### src/rtl/uart_rx_pkg.sv
package uart_rx_pkg;
  typedef enum logic [1:0] {S_IDLE, S_START, S_DATA, S_STOP} rx_state_e;

  localparam logic [1:0] ADDR_STATUS = 2'd0;
  localparam logic [1:0] ADDR_DATA   = 2'd1;
  localparam logic [1:0] ADDR_CTRL   = 2'd2;

  localparam int ST_READY = 7;
  localparam int ST_OVR   = 3;
  localparam int ST_NOISE = 2;
  localparam int ST_FRAME = 1;
  localparam int CT_BIT8  = 7;
  localparam int CT_NINE  = 4;
endpackage

### src/rtl/uart_rx_core.sv
module uart_rx_core
  import uart_rx_pkg::*;
#(
  parameter int OSR    = 16,
  parameter int DATA_W = 8
) (
  input  logic              clk_i,
  input  logic              rst_ni,
  input  logic              tick_i,
  input  logic              rxd_i,
  input  logic              nine_i,
  output logic              done_o,
  output logic [DATA_W:0]   frame_o,
  output logic              noise_o,
  output logic              ferr_o
);
  localparam int PH_W  = $clog2(OSR);
  localparam int IDX_W = $clog2(DATA_W + 1);
  localparam logic [PH_W-1:0] V0   = PH_W'(OSR / 2 - 2);
  localparam logic [PH_W-1:0] V1   = PH_W'(OSR / 2 - 1);
  localparam logic [PH_W-1:0] V2   = PH_W'(OSR / 2);
  localparam logic [PH_W-1:0] PEND = PH_W'(OSR - 1);

  rx_state_e         state_q;
  logic [PH_W-1:0]   ph_q;
  logic [IDX_W-1:0]  idx_q;
  logic [1:0]        vq;
  logic              prev_q, nine_q, nz_q;
  logic [DATA_W:0]   sh_q;
  logic              vote, noisy, at_vote, last_bit;

  assign vote     = (vq[0] & vq[1]) | (vq[0] & rxd_i) | (vq[1] & rxd_i);
  assign noisy    = !((vq[0] == vq[1]) && (vq[1] == rxd_i));
  assign at_vote  = tick_i && (state_q != S_IDLE) && (ph_q == V2);
  assign last_bit = idx_q == (nine_q ? IDX_W'(DATA_W) : IDX_W'(DATA_W - 1));

  always_ff @(posedge clk_i or negedge rst_ni) begin
    if (!rst_ni) begin
      state_q <= S_IDLE;
      ph_q    <= '0;
      idx_q   <= '0;
      vq      <= '0;
      prev_q  <= 1'b1;
      nine_q  <= 1'b0;
      nz_q    <= 1'b0;
      sh_q    <= '0;
      done_o  <= 1'b0;
      frame_o <= '0;
      noise_o <= 1'b0;
      ferr_o  <= 1'b0;
    end else begin
      done_o <= 1'b0;
      if (tick_i) begin
        prev_q <= rxd_i;
        if (state_q == S_IDLE) begin
          if (prev_q && !rxd_i) begin
            state_q <= S_START;
            ph_q    <= '0;
            idx_q   <= '0;
            nz_q    <= 1'b0;
            sh_q    <= '0;
            nine_q  <= nine_i;
          end
        end else begin
          ph_q <= (ph_q == PEND) ? '0 : ph_q + 1'b1;
          if (ph_q == V0) vq[0] <= rxd_i;
          if (ph_q == V1) vq[1] <= rxd_i;
          if (ph_q == V2) begin
            unique case (state_q)
              S_START: begin
                if (vote) state_q <= S_IDLE;  // false start
                else nz_q <= noisy;
              end
              S_DATA: begin
                sh_q[idx_q] <= vote;
                nz_q        <= nz_q | noisy;
              end
              S_STOP: begin
                done_o  <= 1'b1;
                frame_o <= sh_q;
                noise_o <= nz_q | noisy;
                ferr_o  <= !vote;
                state_q <= S_IDLE;
              end
              default: ;
            endcase
          end
          if (ph_q == PEND) begin
            if (state_q == S_START) state_q <= S_DATA;
            else if (state_q == S_DATA) begin
              if (last_bit) state_q <= S_STOP;
              else idx_q <= idx_q + 1'b1;
            end
          end
        end
      end
    end
  end

  assert_false_start_R4: assert property (@(posedge clk_i) disable iff (!rst_ni)
    (at_vote && state_q == S_START && vote) |=> (state_q == S_IDLE && !done_o));
  assert_done_from_stop_R2: assert property (@(posedge clk_i) disable iff (!rst_ni)
    $rose(done_o) |-> ($past(state_q) == S_STOP && state_q == S_IDLE));
endmodule

### src/rtl/uart_rx_regs.sv
module uart_rx_regs
  import uart_rx_pkg::*;
#(
  parameter int DATA_W = 8
) (
  input  logic              clk_i,
  input  logic              rst_ni,
  input  logic              done_i,
  input  logic [DATA_W:0]   frame_i,
  input  logic              noise_i,
  input  logic              ferr_i,
  input  logic [1:0]        reg_addr_i,
  input  logic              reg_rd_i,
  input  logic              reg_wr_i,
  input  logic [7:0]        reg_wdata_i,
  output logic [7:0]        reg_rdata_o,
  output logic              nine_o
);
  logic              rdy_q, ovr_q, nf_q, fe_q, bit8_q, mode_q, armed_q;
  logic [3:0]        snap_q, clr;
  logic [DATA_W-1:0] data_q;
  logic              rdy_d, ovr_d, nf_d, fe_d, load;
  logic              st_rd, dt_rd, any_acc;

  assign st_rd   = reg_rd_i && reg_addr_i == ADDR_STATUS;
  assign dt_rd   = reg_rd_i && reg_addr_i == ADDR_DATA;
  assign any_acc = reg_rd_i || reg_wr_i;
  assign clr     = (dt_rd && armed_q) ? snap_q : 4'b0;
  assign load    = done_i && !rdy_q && !fe_q;
  assign nine_o  = mode_q;

  always_comb begin
    rdy_d = rdy_q & ~clr[3];
    ovr_d = ovr_q & ~clr[2];
    nf_d  = nf_q  & ~clr[1];
    fe_d  = fe_q  & ~clr[0];
    if (done_i && rdy_q) ovr_d = 1'b1;  // overrun wins over framing
    if (load) begin
      rdy_d = 1'b1;
      nf_d  = noise_i;
      fe_d  = ferr_i;
    end
  end

  always_ff @(posedge clk_i or negedge rst_ni) begin
    if (!rst_ni) begin
      rdy_q   <= 1'b0;
      ovr_q   <= 1'b0;
      nf_q    <= 1'b0;
      fe_q    <= 1'b0;
      bit8_q  <= 1'b0;
      mode_q  <= 1'b0;
      armed_q <= 1'b0;
      snap_q  <= '0;
      data_q  <= '0;
    end else begin
      rdy_q <= rdy_d;
      ovr_q <= ovr_d;
      nf_q  <= nf_d;
      fe_q  <= fe_d;
      if (load) begin
        data_q <= frame_i[DATA_W-1:0];
        bit8_q <= frame_i[DATA_W];
      end
      if (st_rd) begin
        armed_q <= 1'b1;
        snap_q  <= {rdy_q, ovr_q, nf_q, fe_q};
      end else if (any_acc) armed_q <= 1'b0;
      if (reg_wr_i && reg_addr_i == ADDR_CTRL) mode_q <= reg_wdata_i[CT_NINE];
    end
  end

  always_comb begin
    reg_rdata_o = '0;
    unique case (reg_addr_i)
      ADDR_STATUS: begin
        reg_rdata_o[ST_READY] = rdy_q;
        reg_rdata_o[ST_OVR]   = ovr_q;
        reg_rdata_o[ST_NOISE] = nf_q;
        reg_rdata_o[ST_FRAME] = fe_q;
      end
      ADDR_DATA: reg_rdata_o[DATA_W-1:0] = data_q;
      ADDR_CTRL: begin
        reg_rdata_o[CT_BIT8] = bit8_q;
        reg_rdata_o[CT_NINE] = mode_q;
      end
      default: ;
    endcase
  end

  assert_ovr_on_full_R6: assert property (@(posedge clk_i) disable iff (!rst_ni)
    (done_i && rdy_q) |=> (ovr_q && $stable(data_q)));
  assert_ovr_hides_frame_R7: assert property (@(posedge clk_i) disable iff (!rst_ni)
    (done_i && rdy_q && !fe_q) |=> !fe_q);
  assert_frame_blocks_R8: assert property (@(posedge clk_i) disable iff (!rst_ni)
    (done_i && fe_q) |=> $stable(data_q));
  assert_noise_with_ready_R12: assert property (@(posedge clk_i) disable iff (!rst_ni)
    nf_q |-> rdy_q);
  assert_disarm_keeps_R10: assert property (@(posedge clk_i) disable iff (!rst_ni)
    (dt_rd && !armed_q && !done_i) |=> $stable({rdy_q, ovr_q, nf_q, fe_q}));
endmodule

### src/rtl/uart_rx_flags.sv
module uart_rx_flags
  import uart_rx_pkg::*;
#(
  parameter int OSR    = 16,
  parameter int DATA_W = 8
) (
  input  logic       clk_i,
  input  logic       rst_ni,
  input  logic       tick_i,
  input  logic       rxd_i,
  input  logic [1:0] reg_addr_i,
  input  logic       reg_rd_i,
  input  logic       reg_wr_i,
  input  logic [7:0] reg_wdata_i,
  output logic [7:0] reg_rdata_o
);
  logic              done, noise, ferr, nine;
  logic [DATA_W:0]   frame;

  uart_rx_core #(.OSR(OSR), .DATA_W(DATA_W)) u_core (
    .clk_i   (clk_i),
    .rst_ni  (rst_ni),
    .tick_i  (tick_i),
    .rxd_i   (rxd_i),
    .nine_i  (nine),
    .done_o  (done),
    .frame_o (frame),
    .noise_o (noise),
    .ferr_o  (ferr)
  );

  uart_rx_regs #(.DATA_W(DATA_W)) u_regs (
    .clk_i       (clk_i),
    .rst_ni      (rst_ni),
    .done_i      (done),
    .frame_i     (frame),
    .noise_i     (noise),
    .ferr_i      (ferr),
    .reg_addr_i  (reg_addr_i),
    .reg_rd_i    (reg_rd_i),
    .reg_wr_i    (reg_wr_i),
    .reg_wdata_i (reg_wdata_i),
    .reg_rdata_o (reg_rdata_o),
    .nine_o      (nine)
  );
endmodule

### config.mk
export PLATFORM = sky130hd
export DESIGN_NAME = uart_rx_flags
export DESIGN_NICKNAME = d
export VERILOG_FILES = /design/src/rtl/uart_rx_pkg.sv /design/src/rtl/uart_rx_core.sv /design/src/rtl/uart_rx_regs.sv /design/src/rtl/uart_rx_flags.sv
export SDC_FILE = /design/constraint.sdc
export NUM_CORES = 1
export LEC_CHECK = 0
export BUFFER_PORTS_ARGS = -buffer_cell sky130_fd_sc_hd__buf_2
export CAP_MARGIN = 20
export CORE_AREA = 3 3 72 125
export DETAILED_ROUTE_END_ITERATION = 6
export DIE_AREA = 0 0 75 128
export GPL_ROUTABILITY_DRIVEN = 0
export MAX_ROUTING_LAYER = met4
export PLACE_DENSITY = 0.6
export SYNTH_ARGS = -nofsm -noshare
export SYNTH_HDL_FRONTEND = slang
export SYNTH_SLANG_ARGS = --single-unit
### constraint.sdc
create_clock -name clk_i -period 4.9 [get_ports clk_i]
set_input_delay 0.98 -clock clk_i [delete_from_list [all_inputs] [get_ports clk_i]]
set_output_delay 0.98 -clock clk_i [all_outputs]
set_load 0.02 [all_outputs]
==> reports/results.ini, run 1 <==
[global_route]
met1_usage_pct = 11.6
grt-busiest-layer = met2
grt_pass1_vias = 1932
grt_pass1_wl_mm = 8.80
antenna_found_initial = 0
use_met2_pct = 22.3
grtUsageTotal_pct = 12.3
grt_max_degree = 56
grt_util_met3_pct = 2.59
gr-total-overflow = 0

[hold_path]
hold_class = reg -> reg
whs_path_depth = 2

[yosys]
synthCells = 247
syn_avg_cell_area_um2 = 11.3
synth_cell_type_count = 44
yosysTopAreaCell = dfrtp_1
synthTopCellsByCount = dfrtp_1, nand2_1, mux2_2
ys.flop_type = dfrtp_1
yosysMostFrequentCell = dfrtp_1
yosysWarningCount = 0
async_flop_share_pct = 100
synth_top_area_share_pct = 48.3
syn_nets = 276
syn_area_um2 = 2800
ys_ff_latch = 55
synth_edf_count = 0
ys_seq_area_share_pct = 49.2
synth_area_leaders = dfrtp_1, mux2_2, ha_1, nand2_1, mux2_4

[cells_and_area]
nets = 291
drive_gt1_share_pct = 24.4
fill_cells = 783
final_util_pct = 38.6
fin_cells = 352
num_antenna_cells = 0
syn_to_final_growth_pct = 10.6

[timing]
setup_violations = 0
fmax_ghz = 0.333
slew_headroom_pct = 42.2
tightest_slew_ns = 0.867
slew_violations = 0
setup_slack_ns = 1.90
min_period_ns = 3.00
skew_ns = 0.00684
setup-tns-final_ns = 0
rsz0062_at_grt = false
fin_crit_sh_pct = 61.2
final-hold-violation-count = 0

[flow_run]
cap_violations = 0

[setup_path]
end_kind = output port
crit_path_start_kind = input port
rr_worst_depth = 5
crit_chain = buf_2 > inv_1 > ha_1 > a222oi_1 > nor2_1 > buf_2
crit_required_ns = 3.92
arrival_ns = 2.02
critical-path-max-stage-delay_ns = 0.38
cpMostUsedCell = buf_2
criticalPathCategory = in -> out
cp_max_fo = 9
cpMaxStageDelayCell = a222oi_1

[die]
die_y_um = 128
initial_utilization_pct = 34.9
io-pin-count = 24
core_um2 = 8020
die_x_um = 75
rows = 43
dieArea_um2 = 9600

[clocking]
cts_buffers = 5
clk_latency_ns = 0.29
postCtsSetupBuffers = 0
clkSinkCount = 55
htreeDepth = 2
cts_tree = built
cts_resized = 0
clockBufferDepth = 2
root_buffer = clkbuf_16
clk_pin_slew_worst_paths_ns = 0.07
hold_buffers = 0

[outcome]
status = finished clean

[detailed_routing]
drtIter0Drc = 72
first_pass_iters = 4
ant_nets = 0
vias = 1867
drcViolationCount = 0
routed_via_density = 5.30
drt_wl_total_mm = 5.16
wire_per_inst_um = 14.7

[place]
hpwl_mm = 3.81
dp.cells = 345
pre_cts_ws_ns = 1.89
portBuffers = 16

[power_and_ir_drop]
power.density_nw_per_um2 = 414
p_leak_nw = 1.49
peakVddDrop_mv = 0.152
total_power_mw = 1.28

cells by family after synthesis:
kind of cell	count (synthesis)	synth area share [%]
AND/OR/NAND/NOR	76	14.0
flip-flops	55	49.2
AO/OA/AOI/OAI	53	14.1
multiplexers	28	12.1
buffers and inverters	19	3.84
adder cells (fa/ha/maj)	13	5.81
XOR/XNOR	3	0.939
worst max-delay path, delay by kind of cell:
family          cells  cell delay [ns]
simple gates        1             0.06
fa+ha+maj           1             0.28
compound gates      1             0.38
buf+inv             3             0.33
area by class of cell:
cell class                      instances  area, um^2  share of cell area [%]
Timing Repair Buffer                   18        95.1                    3.07
Clock buffer                            5         125                    4.04
Sequential cell                        55        1380                    44.5
Tap cell                               90         113                    3.64
Clock inverter                          2        37.5                    1.21
Multi-Input combinational cell        173        1320                    42.5
Inverter                                9        33.8                    1.09
path summary, 6_finish.rpt:
path	start	to	slack [ns]
setup reg to reg	u_core.state_q[1]	u_core.vq[1]	2.72
hold / removal	u_core.sh_q[0]	u_core.sh_q[0]	0.49
max in group asynchronous	rst_ni	u_core.sh_q[3]	3.62
min in group asynchronous	rst_ni	u_core.sh_q[6]	0.81
hold reg to reg	u_core.sh_q[0]	u_core.sh_q[0]	0.49
setup / recovery	reg_addr_i[1]	reg_rdata_o[7]	1.90
layout by cell type, fill, tap and decap left out, types with 8 or more instances in the layout:
cell and count:
a21boi_0 8, a22o_1 8, buf_2 16, dfrtp_1 54, ha_1 13, inv_1 9
mux2_2 22, nand2_1 34, nor2_1 11, o21ai_0 12
layer usage:
metal / routed length (um) / vias up / part of all wire (%)
met3: 137 / 11 / 2.7
met2: 2820 / 28 / 55
met1: 2020 / 929 / 39
li1: - / 899 / -
met5: 0 / - / 0
met4: 178 / 0 / 3.4
sequential cells by signal, indices dropped and copies added, names as in the netlist:
register,cells
u_core.frame_o,9
u_core.sh_q,9
u_regs.data_q,8
u_core.idx_q,4
u_core.ph_q,4
u_regs.snap_q,4
u_core.state_q,2
u_core.vq,2
u_core.done_o,1
u_core.ferr_o,1
u_core.nine_q,1
u_core.noise_o,1
u_core.nz_q,1
u_core.prev_q,1
u_regs.armed_q,1
u_regs.bit8_q,1
u_regs.fe_q,1
u_regs.nf_q,1
u_regs.nine_o,1
u_regs.ovr_q,1
u_regs.rdy_q,1
power breakdown:
group	switching (mW)	leakage (nW)	internal, mW	total [mW]
Sequential	0.103	0.728	0.524	0.627
Clock	0.157	0.0759	0.238	0.395
Combinational	0.134	0.690	0.126	0.260
Total	0.393	1.49	0.888	1.28
through the flow:
step / instance area, um^2 / hold WS, ns
2_1_floorplan: 2800 / 0.440
3_5_place_dp: 2930 / 0.479
4_1_cts: 3100 / 0.498
3_3_place_gp: 2930 / 0.457
6_report: 3100 / 0.493
5_1_grt: 3100 / 0.516
No activity file was read; power rests on OpenSTA's default activity.
==> run 2, diff against run 1 <==
==> constraint.sdc (replaced) <==
create_clock -name clk_i -period 3 [get_ports clk_i]
set_input_delay 0.6 -clock clk_i [delete_from_list [all_inputs] [get_ports clk_i]]
set_output_delay 0.6 -clock clk_i [all_outputs]
set_load 0.02 [all_outputs]
==> run 2 against run 1 <==
Effect of this change:
- critical endpoint unchanged
- worst setup slack worse by 1.1 ns
- combinational power is 77% higher
- critical path type unchanged
- utilization up 0.41 points
- via count up 0.37%
- final cell count up 1.1%
- largest cell class unchanged
==> reports/results.ini, run 2 (synthesis results as in run 1) <==
[timing]
fmax_ghz = 0.446
setup_violations = 0
skew_ns = 0.00365
fin_crit_sh_pct = 74.7
setup_slack_ns = 0.760
setup-tns-final_ns = 0
rsz0062_at_grt = false
slew_violations = 0
final-hold-violation-count = 0
fin_hold_ws_ns = 0.159
min_period_ns = 2.24
slew_headroom_pct = 63.8
tightest_slew_ns = 0.539

[power_and_ir_drop]
p_leak_nw = 1.52
power.density_nw_per_um2 = 678
p_switching_uw = 656
p_clk_share_pct = 31.7
swShare_pct = 30.9
seq_power_share_pct = 46.6
power.internal_mw = 1.47
power_frac_comb_pct = 21.7
peakVddDrop_mv = 0.266

[detailed_routing]
wire_per_inst_um = 14.6
first_pass_iters = 4
drt_wl_total_mm = 5.20
drcViolationCount = 0
vias = 1874
ant_nets = 0
drtIter0Drc = 94
routed_via_density = 5.26

[clocking]
cts_resized = 0
cts_tree = built
htreeDepth = 2
clk_pin_slew_worst_paths_ns = 0.07
clkSinkCount = 55
root_buffer = clkbuf_16
clockBufferDepth = 2
postCtsSetupBuffers = 0
hold_buffers = 0
cts_buffers = 5
clk_latency_ns = 0.29

[cells_and_area]
syn_to_final_growth_pct = 11.8
num_antenna_cells = 0
reg_top3 = u_core.frame_o (9), u_core.sh_q (9), u_regs.data_q (8)
drive_gt1_share_pct = 25.6
layout_commonest_cell = dfrtp_1
final_cell_mix = dfrtp_1, nand2_1, mux2_2
fin_area_um2 = 3130
nets = 294

[die]
die_y_um = 128
dieArea_um2 = 9600
die_x_um = 75
initial_utilization_pct = 34.9
core_um2 = 8020
rows = 43
io-pin-count = 24

[setup_path]
criticalPathCategory = in -> out
crit_chain = buf_2 > inv_1 > ha_1 > a222oi_1 > nor2_1 > buf_2
cp_max_fo = 9
cpMaxStageDelayCell = a222oi_1
crit_path_start_kind = input port
cpMostUsedCell = buf_2
crit_family = compound AO/OA/AOI/OAI gates
end_kind = output port
critical-path-max-stage-delay_ns = 0.37
arrival_ns = 1.64
crit_required_ns = 2.40
critical_path_buf_inv_count = 3

[global_route]
gr-total-overflow = 0
grt_pass1_wl_mm = 8.83
antenna_found_initial = 0
grt_pass1_vias = 1861
grtUsageTotal_pct = 12.2
grt_max_degree = 29

[place]
portBuffers = 16
hpwl_mm = 3.98
place_area_um2 = 2960
pre_cts_ws_ns = 0.750

[hold_path]
hold_class = in -> async

[outcome]
status = finished clean

[flow_run]
cap_violations = 0

-- run 2: worst register-to-register path: cells and delay by family (launching register included) --
| kind | cells | cell delay [ns] |
|---|---|---|
| buffers and inverters | 2 | 0.35 |
| multiplexers | 1 | 0.30 |
| adder cells (fa/ha/maj) | 1 | 0.16 |
| flip-flops | 1 | 0.42 |
| AND/OR/NAND/NOR | 3 | 0.75 |
-- run 2: worst paths after layout --
check / start / to / slack [ns] / depth (start not counted)
setup / recovery: reg_addr_i[1] / reg_rdata_o[7] / 0.76 / 6
hold / removal: rst_ni / u_core.sh_q[5] / 0.16 / 1
setup reg to reg: u_core.ph_q[0] / u_core.frame_o[4] / 0.91 / 7
hold reg to reg: u_core.noise_o / u_regs.nf_q / 0.49 / 2
max in group asynchronous: rst_ni / u_core.prev_q / 2.18 / 2
min in group clk_i: u_core.noise_o / u_regs.nf_q / 0.49 / 2
-- run 2: metal layers --
metal | GRT usage, % | part of all wire (%)
met1 | 12.4 | 40
met2 | 21.5 | 54
met3 | 1.96 | 2.3
met4 | 6.71 | 3.5
met5 | - | 0
-- run 2: power by group through the flow --
stage,Clock [mW],Combinational (mW),Sequential [mW]
after CTS,0.691,0.474,0.989
after floorplan,0,0.397,0.947
final,0.673,0.461,0.989
after global placement,0,0.460,0.998
after global routing,0.724,0.535,1.01
after detailed placement,0,0.473,1.00
-- run 2: final cells by class --
| class | count | area, um^2 |
|---|---|---|
| fillers | 790 | 4890 |
| clock inverters | 3 | 47.5 |
| inverters | 9 | 33.8 |
| multi-input cells | 173 | 1320 |
| well taps | 90 | 113 |
| flip-flops and latches | 55 | 1380 |
| repair buffers | 21 | 118 |
| clock buffers | 5 | 125 |
-- run 2: stage by stage --
stage          total power [mW]  util [%]  cells
6_report                   2.12      39.0    356
5_1_grt                    2.27      39.0    356
4_1_cts                    2.15      39.0    356
3_5_place_dp               1.48      36.9    348
3_3_place_gp               1.46      36.9    348
2_1_floorplan              1.34         -    247
==> run 3, diff against run 2 <==
==> constraint.sdc (replaced) <==
create_clock -name clk_i -period 2.1 [get_ports clk_i]
set_input_delay 0.42 -clock clk_i [delete_from_list [all_inputs] [get_ports clk_i]]
set_output_delay 0.42 -clock clk_i [all_outputs]
set_load 0.02 [all_outputs]
==> run 3 against run 2 <==
Effect of this change:
- sequential cell count unchanged
- clock skew up 0.0067 ns
- non-clock buffer count up 3
- sequential power up 44%
- worst hold slack worse by 0.068 ns
- total power up 39%
- clock power up 27%
- via count down 1.2%
- die area unchanged
- global-route usage up 0.45 points
- final cell count up 0.84%
- largest cell class unchanged
- largest power group unchanged
==> reports/results.ini, run 3 (synthesis results as in run 1) <==
[timing]
setup_violations = 0
skew_ns = 0.0103
setup_slack_ns = 0.215
fin_hold_ws_ns = 0.0911
min_period_ns = 1.88
slew_headroom_pct = 58.9
fin_crit_sh_pct = 89.7
final-hold-violation-count = 0
slew_violations = 0
fmax_ghz = 0.531
setup-tns-final_ns = 0
tightest_slew_ns = 0.613
rsz0062_at_grt = false

[cells_and_area]
drive_gt1_share_pct = 26.4
num_antenna_cells = 0
syn_to_final_growth_pct = 12.8
final_cell_mix = dfrtp_1, nand2_1, mux2_2
reg_top3 = u_core.frame_o (9), u_core.sh_q (9), u_regs.data_q (8)
layout_commonest_cell = dfrtp_1
final_util_pct = 39.4
nets = 297

[detailed_routing]
ant_nets = 0
drt_wl_total_mm = 5.31
wire_per_inst_um = 14.8
wl_met3_um = 104
wl_met2_mm = 2.98
first_pass_iters = 4
drcViolationCount = 0
wl_met1_mm = 2.07
top_layer_used = met4
routed_via_density = 5.16
drtIter0Drc = 68
vias = 1851

[global_route]
gr-total-overflow = 0
grtUsageTotal_pct = 12.7
antenna_found_initial = 0
grt_max_degree = 27
grt_pass1_vias = 2004
grt_pass1_wl_mm = 9.14

[power_and_ir_drop]
p_leak_nw = 1.53
total_power_mw = 2.96
peakVddDrop_mv = 0.503
power.density_nw_per_um2 = 937

[die]
rows = 43
initial_utilization_pct = 34.9
die_x_um = 75
io-pin-count = 24
core_um2 = 8020
dieArea_um2 = 9600
die_y_um = 128

[clocking]
cts_buffers = 5
clk_latency_ns = 0.30
cts_resized = 0
clockBufferDepth = 2
clk_pin_slew_worst_paths_ns = 0.07
cts_tree = built
htreeDepth = 2
hold_buffers = 0
postCtsSetupBuffers = 0
root_buffer = clkbuf_16
clkSinkCount = 55

[setup_path]
critical-path-max-stage-delay_ns = 0.37
crit_path_start_kind = input port
end_kind = output port
cpMaxStageDelayCell = a222oi_1
crit_required_ns = 1.68
crit_chain = buf_2 > inv_1 > ha_1 > a222oi_1 > nor2_1 > buf_2
criticalPathCategory = in -> out
cpMostUsedCell = buf_2
cp_max_fo = 9
arrival_ns = 1.46
rr_worst_depth = 7

[outcome]
status = finished clean

[flow_run]
cap_violations = 0

[place]
pre_cts_ws_ns = 0.210
portBuffers = 16
hpwl_mm = 4.07

[hold_path]
hold_class = in -> async

run 3: changes by cell type in the layout (fill, tap and decap cells not counted):
cell and change:
clkinv_4 +1, buf_12 +2, inv_6 -1, inv_8 +1, buf_4 +1, bufinv_16 -1
run 3: worst max-delay path: cells and delay by family:
kind / cells / cell delay, ns
and+or+nand+nor: 1 / 0.07
adders and majority gates: 1 / 0.28
AOI/OAI and AO/OA: 1 / 0.37
buffers and inverters: 3 / 0.33
run 3: final timing paths:
| check | from | end | slack [ns] |
|---|---|---|---|
| setup / recovery | reg_addr_i[1] | reg_rdata_o[7] | 0.22 |
| setup reg to reg | u_core.ph_q[0] | u_core.frame_o[0] | 0.32 |
| hold reg to reg | u_regs.armed_q | u_regs.armed_q | 0.48 |
| hold / removal | rst_ni | u_core.sh_q[5] | 0.09 |
| max in group asynchronous | rst_ni | u_core.prev_q | 1.42 |
| min in group clk_i | reg_wdata_i[4] | u_regs.nine_o | 0.37 |
run 3: metrics by stage:
step	cell area (um^2)	instances
after floorplan	2800	247
after global placement	3000	351
after CTS	3160	359
final	3160	359
after detailed placement	3000	351
after global routing	3160	359
run 3: metal layers:
metal,vias to the layer above,global-route usage [%]
li1,916,-
met1,897,12.1
met2,28,23.4
met3,10,2.28
met4,0,6.08
met5,-,-
run 3: layout make-up:
type,instances,area [um^2]
sequential,55,1380
tap,90,113
inverter,9,33.8
clock buffer,5,125
clock inverter,3,28.8
fill,778,4860
multi-input combinational,173,1320
timing repair buffer,24,165
run 3: power by group:
part           internal [mW]  total, mW  switching [mW]
clock                  0.455      0.854           0.398
sequential              1.22       1.42           0.195
combinational          0.322      0.687           0.364
total                   2.00       2.96           0.957
